`config.mk`:
```
export PLATFORM = sky130hd
export DESIGN_NAME = flash_status_read
export DESIGN_NICKNAME = d
export VERILOG_FILES = /design/src/rtl/fstat_pkg.sv /design/src/rtl/fs_region_match.sv /design/src/rtl/fs_toggle_bank.sv /design/src/rtl/fs_word_mux.sv /design/src/rtl/flash_status_read.sv
export SDC_FILE = /design/constraint.sdc
export NUM_CORES = 1
export LEC_CHECK = 0
export BUFFER_PORTS_ARGS = -buffer_cell sky130_fd_sc_hd__buf_4
export CAP_MARGIN = 40
export CORE_MARGIN = 10
export CORE_UTILIZATION = 30
export DETAILED_ROUTE_END_ITERATION = 12
export PLACE_DENSITY = 0.65
export SLEW_MARGIN = 20
export SYNTH_ARGS = -nofsm -noshare
export SYNTH_HDL_FRONTEND = slang
export SYNTH_HIERARCHICAL = 1
export SYNTH_SLANG_ARGS = --single-unit
```
`constraint.sdc`:
```
create_clock -name clk -period 2.55 [get_ports clk]
set_clock_uncertainty 0.15 [all_clocks]
set_input_delay 0.3825 -clock clk [delete_from_list [all_inputs] [get_ports clk]]
set_output_delay 0.3825 -clock clk [all_outputs]
set_load 0.02 [all_outputs]
```
`src/rtl/fstat_pkg.sv`:
```
// Shared encodings for the flash write-status read generator.
// Assumes the command decoder drives op_state and er_kind with these codes.
package fstat_pkg;

    typedef enum logic [2:0] {
        OP_IDLE      = 3'd0,
        OP_PROG      = 3'd1,
        OP_ERASE     = 3'd2,
        OP_SUSP      = 3'd3,
        OP_SUSP_PROG = 3'd4
    } op_e;

    typedef enum logic [1:0] {
        EK_SECTOR = 2'd0,
        EK_BLOCK  = 2'd1,
        EK_CHIP   = 2'd2
    } ek_e;

    typedef enum logic [1:0] {
        RC_DATA     = 2'd0,
        RC_PROG     = 2'd1,
        RC_ERASE    = 2'd2,
        RC_SUSP_HIT = 2'd3
    } rclass_e;

    localparam int POLL_BIT = 7;
    localparam int BUSY_BIT = 6;
    localparam int REGN_BIT = 2;

    localparam int TGL_BUSY = 0;
    localparam int TGL_REGN = 1;
    localparam int TGL_NUM  = 2;

endpackage

```
`src/rtl/fs_region_match.sv`:
```
// Region comparator: reports whether a probe address lies in the erase
// region described by a base address and an erase granularity.
// Assumes SECT_LSB <= BLK_LSB < ADDR_W.
module fs_region_match
    import fstat_pkg::*;
#(
    parameter int ADDR_W   = 21,
    parameter int SECT_LSB = 11,
    parameter int BLK_LSB  = 15
) (
    input  logic [1:0]        kind,
    input  logic [ADDR_W-1:0] base,
    input  logic [ADDR_W-1:0] probe,
    output logic              hit
);

    localparam int SECT_W = ADDR_W - SECT_LSB;
    localparam int BLK_W  = ADDR_W - BLK_LSB;

    logic [SECT_W-1:0] sect_base, sect_probe;
    logic [BLK_W-1:0]  blk_base, blk_probe;

    // Slice the upper address fields for each granularity.
    always_comb begin
        sect_base  = base[ADDR_W-1:SECT_LSB];
        sect_probe = probe[ADDR_W-1:SECT_LSB];
        blk_base   = base[ADDR_W-1:BLK_LSB];
        blk_probe  = probe[ADDR_W-1:BLK_LSB];
    end

    // Select the comparison that matches the erase granularity.
    always_comb begin
        case (kind)
            EK_SECTOR: hit = (sect_base == sect_probe);
            EK_BLOCK:  hit = (blk_base == blk_probe);
            EK_CHIP:   hit = 1'b1;
            default:   hit = 1'b0;
        endcase
    end

endmodule

```
`src/rtl/fs_toggle_bank.sv`:
```
// Bank of status toggle flops. Each flop flips once per advance pulse and
// is forced to 0 on its clear pulse. The "cur" output is the value the
// current read must show: 0 in a clear cycle, else the stored value.
// Assumes advance pulses come only from read strobes.
module fs_toggle_bank #(
    parameter int NUM = 2
) (
    input  logic           clk,
    input  logic           rst_n,
    input  logic [NUM-1:0] clr,
    input  logic [NUM-1:0] adv,
    output logic [NUM-1:0] cur
);

    logic [NUM-1:0] q;

    for (genvar i = 0; i < NUM; i++) begin : g_tgl
        // Value visible to a read in this cycle.
        always_comb cur[i] = clr[i] ? 1'b0 : q[i];

        // Store the value after this cycle's possible flip.
        always_ff @(posedge clk) begin
            if (!rst_n) q[i] <= 1'b0;
            else        q[i] <= cur[i] ^ adv[i];
        end

        AST_CLR_ON_ENTRY: assert property (@(posedge clk) disable iff (!rst_n)
            clr[i] |=> (q[i] == $past(adv[i])));

        AST_HOLD_NO_READ: assert property (@(posedge clk) disable iff (!rst_n)
            (!clr[i] && !adv[i]) |=> $stable(q[i]));
    end

endmodule

```
`src/rtl/fs_word_mux.sv`:
```
// Status word composer: replaces the poll, busy and region bits of the
// array word according to the read class; other bits pass through.
// Assumes DATA_W > POLL_BIT.
module fs_word_mux
    import fstat_pkg::*;
#(
    parameter int DATA_W = 16
) (
    input  logic [1:0]        rclass,
    input  logic [DATA_W-1:0] arr_data,
    input  logic              prog_d7,
    input  logic              busy_tgl,
    input  logic              regn_tgl,
    output logic [DATA_W-1:0] word
);

    // Overlay the three status bits for each read class.
    always_comb begin
        word = arr_data;
        case (rclass)
            RC_PROG: begin
                word[POLL_BIT] = ~prog_d7;
                word[BUSY_BIT] = busy_tgl;
                word[REGN_BIT] = regn_tgl;
            end
            RC_ERASE: begin
                word[POLL_BIT] = 1'b0;
                word[BUSY_BIT] = busy_tgl;
                word[REGN_BIT] = regn_tgl;
            end
            RC_SUSP_HIT: begin
                word[POLL_BIT] = 1'b1;
                word[BUSY_BIT] = 1'b1;
                word[REGN_BIT] = regn_tgl;
            end
            default: word = arr_data;
        endcase
    end

endmodule

```
`src/rtl/flash_status_read.sv`:
```
// Flash write-status read generator (top). Classifies each read from the
// operating state and the erase-region test, drives the two toggle flops
// and registers the composed read word one cycle after the strobe.
// Assumes op_state/er_kind/er_addr are stable from the decoder and that
// arr_data is valid in the strobe cycle.
module flash_status_read
    import fstat_pkg::*;
#(
    parameter int ADDR_W   = 21,
    parameter int DATA_W   = 16,
    parameter int SECT_LSB = 11,
    parameter int BLK_LSB  = 15
) (
    input  logic              clk,
    input  logic              rst_n,
    input  logic [2:0]        op_state,
    input  logic [1:0]        er_kind,
    input  logic [ADDR_W-1:0] er_addr,
    input  logic [ADDR_W-1:0] prog_addr,
    input  logic              prog_d7,
    input  logic [ADDR_W-1:0] rd_addr,
    input  logic [DATA_W-1:0] arr_data,
    input  logic              rd_stb,
    output logic [DATA_W-1:0] rd_word,
    output logic              rd_valid
);

    op_e            st, st_q;
    logic           rd_hit, prog_hit;
    logic [1:0]     rclass;
    logic           busy_now, erase_ctx, entry_busy, entry_erase;
    logic [TGL_NUM-1:0] t_clr, t_adv, t_cur;
    logic [DATA_W-1:0]  word_d;

    // Interpret the state code.
    always_comb st = op_e'(op_state);

    // Remember the previous state to detect entry into busy states.
    always_ff @(posedge clk) begin
        if (!rst_n) st_q <= OP_IDLE;
        else        st_q <= st;
    end

    // Region test of the read address against the erase target.
    fs_region_match #(.ADDR_W(ADDR_W), .SECT_LSB(SECT_LSB), .BLK_LSB(BLK_LSB))
        i_rd_match (.kind(er_kind), .base(er_addr), .probe(rd_addr), .hit(rd_hit));

    // Region test of the program target, used to guard suspend-program.
    fs_region_match #(.ADDR_W(ADDR_W), .SECT_LSB(SECT_LSB), .BLK_LSB(BLK_LSB))
        i_pg_match (.kind(er_kind), .base(er_addr), .probe(prog_addr), .hit(prog_hit));

    // Decode state groups and entry events.
    always_comb begin
        busy_now    = (st == OP_PROG) || (st == OP_ERASE) || (st == OP_SUSP_PROG);
        erase_ctx   = (st == OP_ERASE) || (st == OP_SUSP) || (st == OP_SUSP_PROG);
        entry_busy  = busy_now && (st != st_q);
        entry_erase = (st == OP_ERASE) && (st_q == OP_IDLE);
    end

    // Classify the read from state and region hit.
    always_comb begin
        case (st)
            OP_PROG:      rclass = RC_PROG;
            OP_ERASE:     rclass = RC_ERASE;
            OP_SUSP:      rclass = rd_hit ? RC_SUSP_HIT : RC_DATA;
            OP_SUSP_PROG: rclass = rd_hit ? RC_SUSP_HIT : RC_PROG;
            default:      rclass = RC_DATA;
        endcase
    end

    // Toggle control: busy toggle on status reads, region toggle on hits.
    always_comb begin
        t_clr = '0;
        t_adv = '0;
        t_clr[TGL_BUSY] = entry_busy;
        t_clr[TGL_REGN] = entry_erase;
        t_adv[TGL_BUSY] = rd_stb && ((rclass == RC_PROG) || (rclass == RC_ERASE));
        t_adv[TGL_REGN] = rd_stb && rd_hit && erase_ctx;
    end

    fs_toggle_bank #(.NUM(TGL_NUM))
        i_tgl (.clk(clk), .rst_n(rst_n), .clr(t_clr), .adv(t_adv), .cur(t_cur));

    fs_word_mux #(.DATA_W(DATA_W))
        i_mux (.rclass(rclass), .arr_data(arr_data), .prog_d7(prog_d7),
               .busy_tgl(t_cur[TGL_BUSY]), .regn_tgl(t_cur[TGL_REGN]),
               .word(word_d));

    // Register the read word and its valid flag.
    always_ff @(posedge clk) begin
        if (!rst_n) begin
            rd_word  <= '0;
            rd_valid <= 1'b0;
        end else begin
            rd_valid <= rd_stb;
            if (rd_stb) rd_word <= word_d;
        end
    end

    AST_VALID_AFTER_STB: assert property (@(posedge clk) disable iff (!rst_n)
        rd_stb |=> rd_valid);

    AST_NO_VALID_IDLE: assert property (@(posedge clk) disable iff (!rst_n)
        !rd_stb |=> !rd_valid);

    AST_IDLE_PASS: assert property (@(posedge clk) disable iff (!rst_n)
        (rd_stb && st == OP_IDLE) |=> (rd_word == $past(arr_data)));

    AST_PROG_POLL: assert property (@(posedge clk) disable iff (!rst_n)
        (rd_stb && st == OP_PROG) |=> (rd_word[POLL_BIT] == !$past(prog_d7)));

    AST_ERASE_POLL: assert property (@(posedge clk) disable iff (!rst_n)
        (rd_stb && st == OP_ERASE) |=> (rd_word[POLL_BIT] == 1'b0));

    AST_SUSP_HIT_BITS: assert property (@(posedge clk) disable iff (!rst_n)
        (rd_stb && (st == OP_SUSP || st == OP_SUSP_PROG) && rd_hit)
        |=> (rd_word[POLL_BIT:BUSY_BIT] == 2'b11));

    AST_UPPER_PASS: assert property (@(posedge clk) disable iff (!rst_n)
        rd_stb |=> (rd_word[DATA_W-1:POLL_BIT+1] == $past(arr_data[DATA_W-1:POLL_BIT+1])));

    AST_LOW_PASS: assert property (@(posedge clk) disable iff (!rst_n)
        rd_stb |=> (rd_word[1:0] == $past(arr_data[1:0])));

    AST_SUSP_PROG_OUTSIDE: assert property (@(posedge clk) disable iff (!rst_n)
        (st == OP_SUSP_PROG) |-> !prog_hit);

endmodule

```
==> results.py <==
metrics = {
    "route": {
        "wl_met1_um": 1230,
        "vias": 990,
        "via_per_inst": 4.30,
        "wl_met2_um": 1580,
        "top_layer": "met3",
        "wl_met3_um": 239,
        "wl_per_cell_um": 13.2,
        "firstDrtPassIters": 4,
        "postRouteAntennaNets": 0,
        "wl_um": 3050,
        "drc": 0,
        "drt-initial-drc-count": 40,
    },
    "floorplanning": {
        "std_cell_rows": 23,
        "initial_core_util_pct": 31.2,
        "die_area_um2": 7190,
        "core_area_um2": 4030,
        "die_w_um": 84.8,
        "die_h_um": 84.8,
        "io_pins": 105,
    },
    "logic_synthesis": {
        "synth_xor_area_share_pct": 6.96,
        "synthTopCellsByCount": "dfxtp_1, mux2i_1, nor2b_1, buf_4, xnor2_1",
        "synth_top_area_share_pct": 35.0,
        "synth_cell_types": 32,
        "ys.flop_type": "dfxtp_1",
        "ys_async_sr_fraction_pct": 0,
        "synth_area_leaders": "dfxtp_1, mux2i_1, buf_4",
        "synth_edf_count": 0,
        "yosys.area_share.simple_pct": 21.7,
        "mappedNetlistArea_um2": 1260,
        "synth-compound-area-share_pct": 8.35,
        "syn_area_per_cell_um2": 9.54,
        "synth_top_family_by_area": "simple AND/OR/NAND/NOR gates",
        "ys_seq_area_share_pct": 35.0,
        "synth_nets": 220,
        "synth_cells": 132,
        "muxShareOfSynthArea_pct": 16.3,
        "synth_warnings": 6,
        "synth-seq-cells": 22,
        "synthAdderAreaFrac_pct": 0,
        "synth_largest_area_cell": "dfxtp_1",
        "yosysMostFrequentCell": "dfxtp_1",
    },
    "timing": {
        "setup_viol": 0,
        "post-route-period-util_pct": 84.1,
        "max_freq_mhz": 466,
        "relSlewSlack_pct": 69.8,
        "rsz0062_at_grt": "false",
        "finalCriticalPeriod_ns": 2.15,
        "whs_ns": 0.219,
        "drv_slew": 0,
        "tns_ns": 0,
        "worstMarginPinSlew_ns": 0.451,
        "hold_viol_final": 0,
    },
    "setup_path": {
        "critPathMaxStageDelay_ns": 0.30,
        "cpMostUsedCell": "buf_4",
        "cpMaxStageDelayCell": "mux2_4",
        "worst-path-max-fanout": 4,
        "end_kind": "flop",
        "crit_chain": "buf_4 > xnor2_1 > a41oi_1 > o32ai_1 > buf_4 > inv_1 > a21oi_1 > o21bai_1 > nor2_2 > mux2_4 > mux2i_1 > nor2b_1",
        "start_kind": "input port",
        "arrival_ns": 2.15,
        "cp.required_ns": 2.56,
        "path_class": "input port to flop",
    },
    "flow_run": {
        "maxCapViolCount": 0,
    },
    "clock_network": {
        "cts_resized": 0,
        "cts_buffer_depth": 2,
        "cts.clk_slew.worst_paths_ns": 0.08,
        "h-tree-depth": 1,
        "clock-sinks": 22,
        "cts_made_buffers": 3,
        "cts_hold_repair.buffers": 0,
        "post_cts_buffers": 0,
        "clock_tree.root_cell": "clkbuf_8",
        "worstSkewPairLatency_ns": 0.26,
        "cts_tree": "built",
    },
    "global_route": {
        "grt_pass1_wl_um": 4860,
        "antenna_found_initial": 0,
        "grt_max_degree": 25,
        "grt_pass1_vias": 1043,
        "grtUsageTotal_pct": 8.04,
        "overflow": 0,
    },
    "power": {
        "ir_drop_mv": 0.333,
        "power_density_nw_per_um2": 521,
        "cellLeakagePower_uw": 0.000790,
    },
    "cells_and_area": {
        "nets": 269,
        "final_cells": 230,
        "drive_gt1_share_pct": 41.1,
        "num_antenna_cells": 0,
        "final_cell_area_um2": 1730,
        "syn_to_final_growth_pct": 37.4,
    },
    "place": {
        "place_area_um2": 1660,
        "place_inst": 226,
        "hpwl_um": 2460,
        "gp_congestion": 0.749,
        "io_buffers": 61,
    },
    "status": {
        "status": "complete, no violations",
    },
    "worst_hold_path": {
        "worstHoldPathType": "input port to flop",
    },
}
==> path summary, 6_finish.rpt <==
kind,start,end,slack (ns),cells after the start
setup / recovery,rd_addr[13],rd_word[2],0.40,12
hold / removal,op_state[1],st_q[1],0.22,2
setup reg to reg,st_q[1],rd_word[6],0.70,8
hold reg to reg,i_tgl/q[1],i_tgl/q[1],0.35,2
==> registers in the layout, indices dropped and copies added, names as in the netlist <==
register / cells
rd_word: 16
i_tgl/q: 2
st_q: 3
rd_valid: 1
==> cell families after synthesis <==
kind of cell,count (synthesis)
AOI/OAI and AO/OA,16
xor gates and xnor gates,10
buffers and inverters,22
DFF,22
muxes,20
and+or+nand+nor,42
==> routing by layer <==
| metal | GRT usage (%) | vias up |
|---|---|---|
| met2 | 13.5 | 23 |
| met5 | 0 | - |
| met4 | 0.898 | 0 |
| met3 | 4.25 | 0 |
| met1 | 9.05 | 439 |
| li1 | - | 528 |
==> through the flow <==
stage / util [%] / power, uW / worst slack, ns
after floorplan: - / 508 / 0.169
after global placement: 41.1 / 587 / 0.116
after detailed placement: 41.1 / 590 / 0.0749
after CTS: 42.9 / 917 / 0.382
after global routing: 42.9 / 950 / 0.193
final: 42.9 / 901 / 0.405
==> layout make-up <==
type	count	area [um2]
Clock buffer	3	41.3
Clock inverter	1	30.0
Fill cell	415	2300
Inverter	3	11.3
Multi-Input combinational cell	88	671
Sequential cell	22	440
Tap cell	50	62.6
Timing Repair Buffer	63	473
==> critical path, delay by kind of cell <==
kind / cells / cell delay (ns)
mux: 2 / 0.43
simple gates: 2 / 0.15
buf+inv: 3 / 0.33
xor+xnor: 1 / 0.16
compound gates: 4 / 0.70
==> layout by cell type (no fill, tap or decap) <==
master,count
a211oi_1,2
a21o_1,1
a21oi_1,3
a22o_2,1
a41oi_1,1
and2_1,4
buf_4,63
bufinv_16,1
clkbuf_8,3
dfxtp_1,22
inv_1,3
mux2_4,1
mux2i_1,19
nand2_1,6
nand2b_1,2
nand3_1,1
nand4_1,1
nand4bb_1,2
nor2_1,4
nor2_2,1
nor2b_1,16
nor2b_4,2
nor3_2,1
o21ai_0,3
o21ai_1,2
o21bai_1,1
o31ai_1,1
o32ai_1,1
or3b_1,1
or4_4,1
xnor2_1,10
==> power by group <==
group / leakage (uW) / internal, uW / switching, uW
Clock: 0.0000357 / 210 / 112
Combinational: 0.000573 / 117 / 86.4
Sequential: 0.000182 / 364 / 11.5
Total: 0.000790 / 690 / 210
(Power assumes the default switching activity.)
